**src/rtl/blwl_pkg.sv**
```systemverilog
package blwl_pkg;

  // Length of bank b when total lines are spread over nb banks.
  function automatic int bank_len(input int total, input int nb, input int b);
    return (total / nb) + ((b < (total % nb)) ? 1 : 0);
  endfunction

  // Lowest line index that bank b drives.
  function automatic int bank_off(input int total, input int nb, input int b);
    return b * (total / nb) + ((b < (total % nb)) ? b : (total % nb));
  endfunction

  // Shifts needed to fill the longest bank.
  function automatic int chain_fill(input int total, input int nb);
    return (total + nb - 1) / nb;
  endfunction

endpackage

```
**src/rtl/blwl_shift_chain.sv**
```systemverilog
module blwl_shift_chain
  import blwl_pkg::*;
#(
  parameter int WIDTH = 8,
  parameter int NBANK = 1
) (
  input  logic             clk,
  input  logic             rst_n,
  input  logic             shift_go,
  input  logic [NBANK-1:0] din,
  output logic [WIDTH-1:0] lines
);

  for (genvar b = 0; b < NBANK; b++) begin : g_bank
    localparam int LEN = bank_len(WIDTH, NBANK, b);
    localparam int OFF = bank_off(WIDTH, NBANK, b);

    logic [LEN-1:0] seg_q;
    logic [LEN-1:0] seg_d;

    if (LEN == 1) begin : g_single
      always_comb begin
        seg_d = seg_q;
        if (shift_go) seg_d = din[b];
      end
    end else begin : g_multi
      always_comb begin
        seg_d = seg_q;
        if (shift_go) seg_d = {din[b], seg_q[LEN-1:1]};
      end
    end

    always_ff @(posedge clk or negedge rst_n) begin
      if (!rst_n) seg_q <= '0;
      else        seg_q <= seg_d;
    end

    assign lines[OFF +: LEN] = seg_q;
  end

endmodule

```
**src/rtl/blwl_prog_ctrl.sv**
```systemverilog
module blwl_prog_ctrl #(
  parameter int ROWS    = 8,
  parameter int BL_FILL = 8,
  parameter int WL_FILL = 8
) (
  input  logic            clk,
  input  logic            rst_n,
  input  logic            bl_go,
  input  logic            wl_go,
  input  logic            strobe,
  input  logic [ROWS-1:0] wl_vec,
  output logic            wr_en,
  output logic            bl_full,
  output logic            wl_full,
  output logic            done,
  output logic            err
);

  localparam int BCW = $clog2(BL_FILL + 1);
  localparam int WCW = $clog2(WL_FILL + 1);

  logic [BCW-1:0] bl_cnt_q, bl_cnt_d;
  logic [WCW-1:0] wl_cnt_q, wl_cnt_d;
  logic           done_d, err_d;
  logic           wl_single;

  assign bl_full   = (bl_cnt_q == BCW'(BL_FILL));
  assign wl_full   = (wl_cnt_q == WCW'(WL_FILL));
  assign wl_single = (wl_vec != '0) && ((wl_vec & (wl_vec - ROWS'(1))) == '0);
  assign wr_en     = strobe && bl_full && wl_full && wl_single;

  always_comb begin
    bl_cnt_d = bl_cnt_q;
    wl_cnt_d = wl_cnt_q;
    if (wr_en) begin
      bl_cnt_d = '0;
      wl_cnt_d = '0;
    end else begin
      if (bl_go && !bl_full) bl_cnt_d = bl_cnt_q + BCW'(1);
      if (wl_go && !wl_full) wl_cnt_d = wl_cnt_q + WCW'(1);
    end
    done_d = wr_en;
    err_d  = strobe && !wr_en;
  end

  always_ff @(posedge clk or negedge rst_n) begin
    if (!rst_n) begin
      bl_cnt_q <= '0;
      wl_cnt_q <= '0;
      done     <= 1'b0;
      err      <= 1'b0;
    end else begin
      bl_cnt_q <= bl_cnt_d;
      wl_cnt_q <= wl_cnt_d;
      done     <= done_d;
      err      <= err_d;
    end
  end

endmodule

```
**src/rtl/blwl_cell_array.sv**
```systemverilog
module blwl_cell_array #(
  parameter int ROWS = 8,
  parameter int COLS = 8
) (
  input  logic                 clk,
  input  logic                 rst_n,
  input  logic                 wr_en,
  input  logic [ROWS-1:0]      wl,
  input  logic [COLS-1:0]      bl,
  output logic [ROWS*COLS-1:0] cells
);

  for (genvar r = 0; r < ROWS; r++) begin : g_row
    logic [COLS-1:0] row_q;
    logic [COLS-1:0] row_d;

    always_comb begin
      row_d = row_q;
      if (wr_en && wl[r]) row_d = bl;
    end

    always_ff @(posedge clk or negedge rst_n) begin
      if (!rst_n) row_q <= '0;
      else        row_q <= row_d;
    end

    assign cells[r*COLS +: COLS] = row_q;
  end

endmodule

```
**src/rtl/blwl_row_programmer.sv**
```systemverilog
module blwl_row_programmer
  import blwl_pkg::*;
#(
  parameter int ROWS  = 8,
  parameter int COLS  = 16,
  parameter int NBANK = 1
) (
  input  logic                 clk,
  input  logic                 rst_n,
  input  logic                 bl_shift_en,
  input  logic [NBANK-1:0]     bl_din,
  input  logic                 wl_shift_en,
  input  logic [NBANK-1:0]     wl_din,
  input  logic                 prog_strobe,
  output logic                 bl_full,
  output logic                 wl_full,
  output logic                 prog_done,
  output logic                 prog_err,
  output logic [ROWS*COLS-1:0] cfg_bits
);

  localparam int BL_FILL = chain_fill(COLS, NBANK);
  localparam int WL_FILL = chain_fill(ROWS, NBANK);

  logic            bl_go, wl_go, wr_en;
  logic [COLS-1:0] bl_vec;
  logic [ROWS-1:0] wl_vec;

  assign bl_go = bl_shift_en && !prog_strobe;
  assign wl_go = wl_shift_en && !prog_strobe;

  blwl_shift_chain #(.WIDTH(COLS), .NBANK(NBANK)) u_bl_chain (
    .clk(clk), .rst_n(rst_n), .shift_go(bl_go), .din(bl_din), .lines(bl_vec)
  );

  blwl_shift_chain #(.WIDTH(ROWS), .NBANK(NBANK)) u_wl_chain (
    .clk(clk), .rst_n(rst_n), .shift_go(wl_go), .din(wl_din), .lines(wl_vec)
  );

  blwl_prog_ctrl #(.ROWS(ROWS), .BL_FILL(BL_FILL), .WL_FILL(WL_FILL)) u_ctrl (
    .clk(clk), .rst_n(rst_n), .bl_go(bl_go), .wl_go(wl_go),
    .strobe(prog_strobe), .wl_vec(wl_vec), .wr_en(wr_en),
    .bl_full(bl_full), .wl_full(wl_full), .done(prog_done), .err(prog_err)
  );

  blwl_cell_array #(.ROWS(ROWS), .COLS(COLS)) u_array (
    .clk(clk), .rst_n(rst_n), .wr_en(wr_en), .wl(wl_vec), .bl(bl_vec),
    .cells(cfg_bits)
  );

endmodule


```
**config.mk**
```make
export PLATFORM = sky130hd
export DESIGN_NAME = blwl_row_programmer
export DESIGN_NICKNAME = d
export VERILOG_FILES = /design/src/rtl/blwl_pkg.sv /design/src/rtl/blwl_shift_chain.sv /design/src/rtl/blwl_prog_ctrl.sv /design/src/rtl/blwl_cell_array.sv /design/src/rtl/blwl_row_programmer.sv
export SDC_FILE = /design/constraint.sdc
export NUM_CORES = 1
export LEC_CHECK = 0
export ABC_CLOCK_PERIOD_IN_PS = 2500
export BUFFER_PORTS_ARGS = -buffer_cell sky130_fd_sc_hd__buf_4
export CAP_MARGIN = 5
export CORE_ASPECT_RATIO = 1.5
export CORE_MARGIN = 1
export CORE_UTILIZATION = 42
export CTS_BUF_LIST = sky130_fd_sc_hd__clkbuf_8
export CTS_CLUSTER_SIZE = 16
export DETAILED_ROUTE_END_ITERATION = 6
export REMOVE_ABC_BUFFERS = 1
export SYNTH_ARGS = -nofsm -noshare
export SYNTH_HDL_FRONTEND = slang
export SYNTH_SLANG_ARGS = --single-unit
```
**constraint.sdc**
```tcl
create_clock -name clk -period 2.5 [get_ports clk]
set_clock_uncertainty 0.15 [all_clocks]
set_input_delay 0 -clock clk [delete_from_list [all_inputs] [get_ports clk]]
set_output_delay 0 -clock clk [all_outputs]
set_load 0.05 [all_outputs]
```
==> metrics.yaml <==
fp-row-count: 56
path_clk_slew_ns: 0.09
wl_mm: 15.8
critPathKind: "reg2reg"
synthesis.area_um2: 6790
finalSetupViolCount: 0
die-area_um2: 16700
dieHeight_um: 158
final_util_pct: 55.3
outcome: "finished, final reports clean"
vdd_drop_max_uv: 479
rsz0062_at_grt: "false"
drt_pass1_iterations: 5
critPathBufInv: 3
pin_count: 139
worstPathArrival_ns: 2.57
clockRootBuffer: "clkbuf_8"
finalCritPeriodShare_pct: 96.1
fin_ws_ns: 0.0979
hold_path_class: "in2reg"
place_ws_ns: 0.0341
cts_sinks: 163
antenna_found_initial: 0
ys_warn_count: 0
maxCapViolations: 0
hold_depth: 3
syn_avg_cell_area_um2: 15.1
cp.required_ns: 2.67
area_growth_pct: 27.7
die_width_um: 106
total_power_mw: 5.98
cp-end-kind: "flop"
placed_cell_area_um2: 8020
fin_nets: 618
io_buffers: 138
placed_cells: 777
critPathSlowestCell: "dfrtp_1"
synthMuxAreaShare_pct: 25.3
synth_top_family_by_area: "multiplexers"
synth_top_area_share_pct: 60.1
overflow: 0
async_reset_ff_share_pct: 100
crit_cells: 8
cts_tree: "done"
synth_edf_count: 0
synth_xor_area_share_pct: 1.03
crit_family: "simple AND/OR/NAND/NOR gates"
grt_max_degree: 54
drt.antenna.violating_nets: 0
tightest_slew_ns: 0.602
cts_max_level: 4
final_cell_mix: "dfrtp_1, buf_4, mux2_2, nand2_1, mux2_4"
fin_area_um2: 8670
path_cells: "inv_1 -> ha_1 -> and4bb_2 -> and3_1 -> buf_4 -> nand4_4 -> buf_12 -> mux2_4"
crit_path_start_kind: "flop"
fin_cells: 823
num_vias: 4108
ys.flop_type: "dfrtp_1"
crit_fanout: 11
min_period_ns: 2.40
gp_congestion: 0.804
route.detailed.drc: 0
whs_ns: 0.252
first_iter_violations: 103
maxSlewViolCount: 0
hold_viol_final: 0
max_slew_margin_pct: 59.7
pwr_density_cell_nw_per_um2: 690
avgRoutedWirePerCell_um: 19.2
fmax_mhz: 416
post_route_cells_drive_above_1_share_pct: 54.5
clock_path_buffers: 2
cts_buffers: 17
synth-compound-area-share_pct: 0.977
start_util_pct: 43.3
synthAdderAreaFrac_pct: 0.737
n_antenna_cell: 0
grt_usage_pct: 19.8
via_per_inst: 4.99
max_stage_delay_ns: 0.43
synth_area_leaders: "dfrtp_1, mux2_2, mux2_4"
hpwl_mm: 10.7
grt_pass1_wl_mm: 24.5
reg2reg_depth: 8
leakage_nw: 4.76
ys_seq_area_share_pct: 60.1
grt_pass1_vias: 4188
synthCells: 451
core_area_um2: 15700
layout_commonest_cell: "dfrtp_1"
synth_cell_types: 38
yosysTopAreaCell: "dfrtp_1"
synth-seq-cells: 163
synth_simple_gate_area_share_pct: 8.05
insertion_delay_ns: 0.44
fin_tns_setup_ns: 0
nFillCells: 1367
==> worst paths after layout <==
kind / slack (ns) / start / to
max: 0.1 / u_ctrl.bl_cnt_q[0] / u_array.g_row[0].row_q[11]
min: 0.25 / prog_strobe / u_ctrl.err
max reg2reg: 0.1 / u_ctrl.bl_cnt_q[0] / u_array.g_row[0].row_q[11]
min reg2reg: 0.36 / u_array.g_row[7].row_q[0] / u_array.g_row[7].row_q[0]
max in group asynchronous: 1.18 / rst_n / u_array.g_row[2].row_q[8]
min in group asynchronous: 0.37 / rst_n / u_array.g_row[1].row_q[0]
==> synthesized netlist by cell type, types with 2 or more instances <==
master and n:
mux2_4 41, nand4_4 5, and2_1 6, buf_6 7
nor2b_1 2, clkbuf_1 3, mux2_2 95, xor2_1 3
nand3_1 2, xnor2_1 5, nand4b_1 2, mux2i_1 2
nor3_4 2, buf_4 18, nor2_1 4, a21oi_1 6
nand2_1 53, a21boi_0 2, nand4_1 3, ha_1 4
dfrtp_1 163, nor3b_1 2, inv_1 5, buf_1 2
==> layout make-up <==
type                       instances  area (µm²)  area share, %
clock buffer                      19         262           3.02
inverter                           5        18.8          0.216
multi-input combinational        251        2460           28.4
tap                              203         254           2.93
clock inverter                    13         208           2.39
timing repair buffer             169        1390           16.1
sequential                       163        4080           47.0
==> logic make-up (layout without fill, tap and decap cells) <==
group	Yosys count	after routing
adder cells (fa/ha/maj)	4	4
AND/OR/NAND/NOR	89	89
AO/OA/AOI/OAI	11	11
XOR/XNOR	8	8
multiplexers	139	139
buffers and inverters	37	206
flip-flops	163	163
==> power by group <==
group | switching (mW) | internal, mW | total (mW)
clock | 0.967 | 1.25 | 2.21
sequential | 0.304 | 2.81 | 3.11
combinational | 0.365 | 0.293 | 0.658
==> sequential cells by signal (all words and copies together) (netlist names) <==
signal / cells
u_array.g_row.row_q: 128
u_ctrl.bl_cnt_q: 5
u_ctrl.wl_cnt_q: 4
u_ctrl.err: 1
u_wl_chain.lines: 8
u_ctrl.done: 1
u_bl_chain.lines: 16
==> per-layer routing <==
layer / GRT usage [%] / wire, µm
met1: 24.0 / 6570
met2: 35.6 / 8600
met3: 4.45 / 500
met4: 4.96 / 127
met5: 0 / 0
==> tightest hold or removal path: cells and delay by family <==
family                 cells  cell delay, ns
buffers and inverters      2            0.69
AO/OA/AOI/OAI              1            0.11
==> timing repair <==
item	in CTS	in global routing
setup buffers	0	3
hold buffers	11	0
resized for setup	0	1
setup endpoints to repair	0	55
endpoints found under the hold margin	191	0
(Power assumes the default switching activity.)
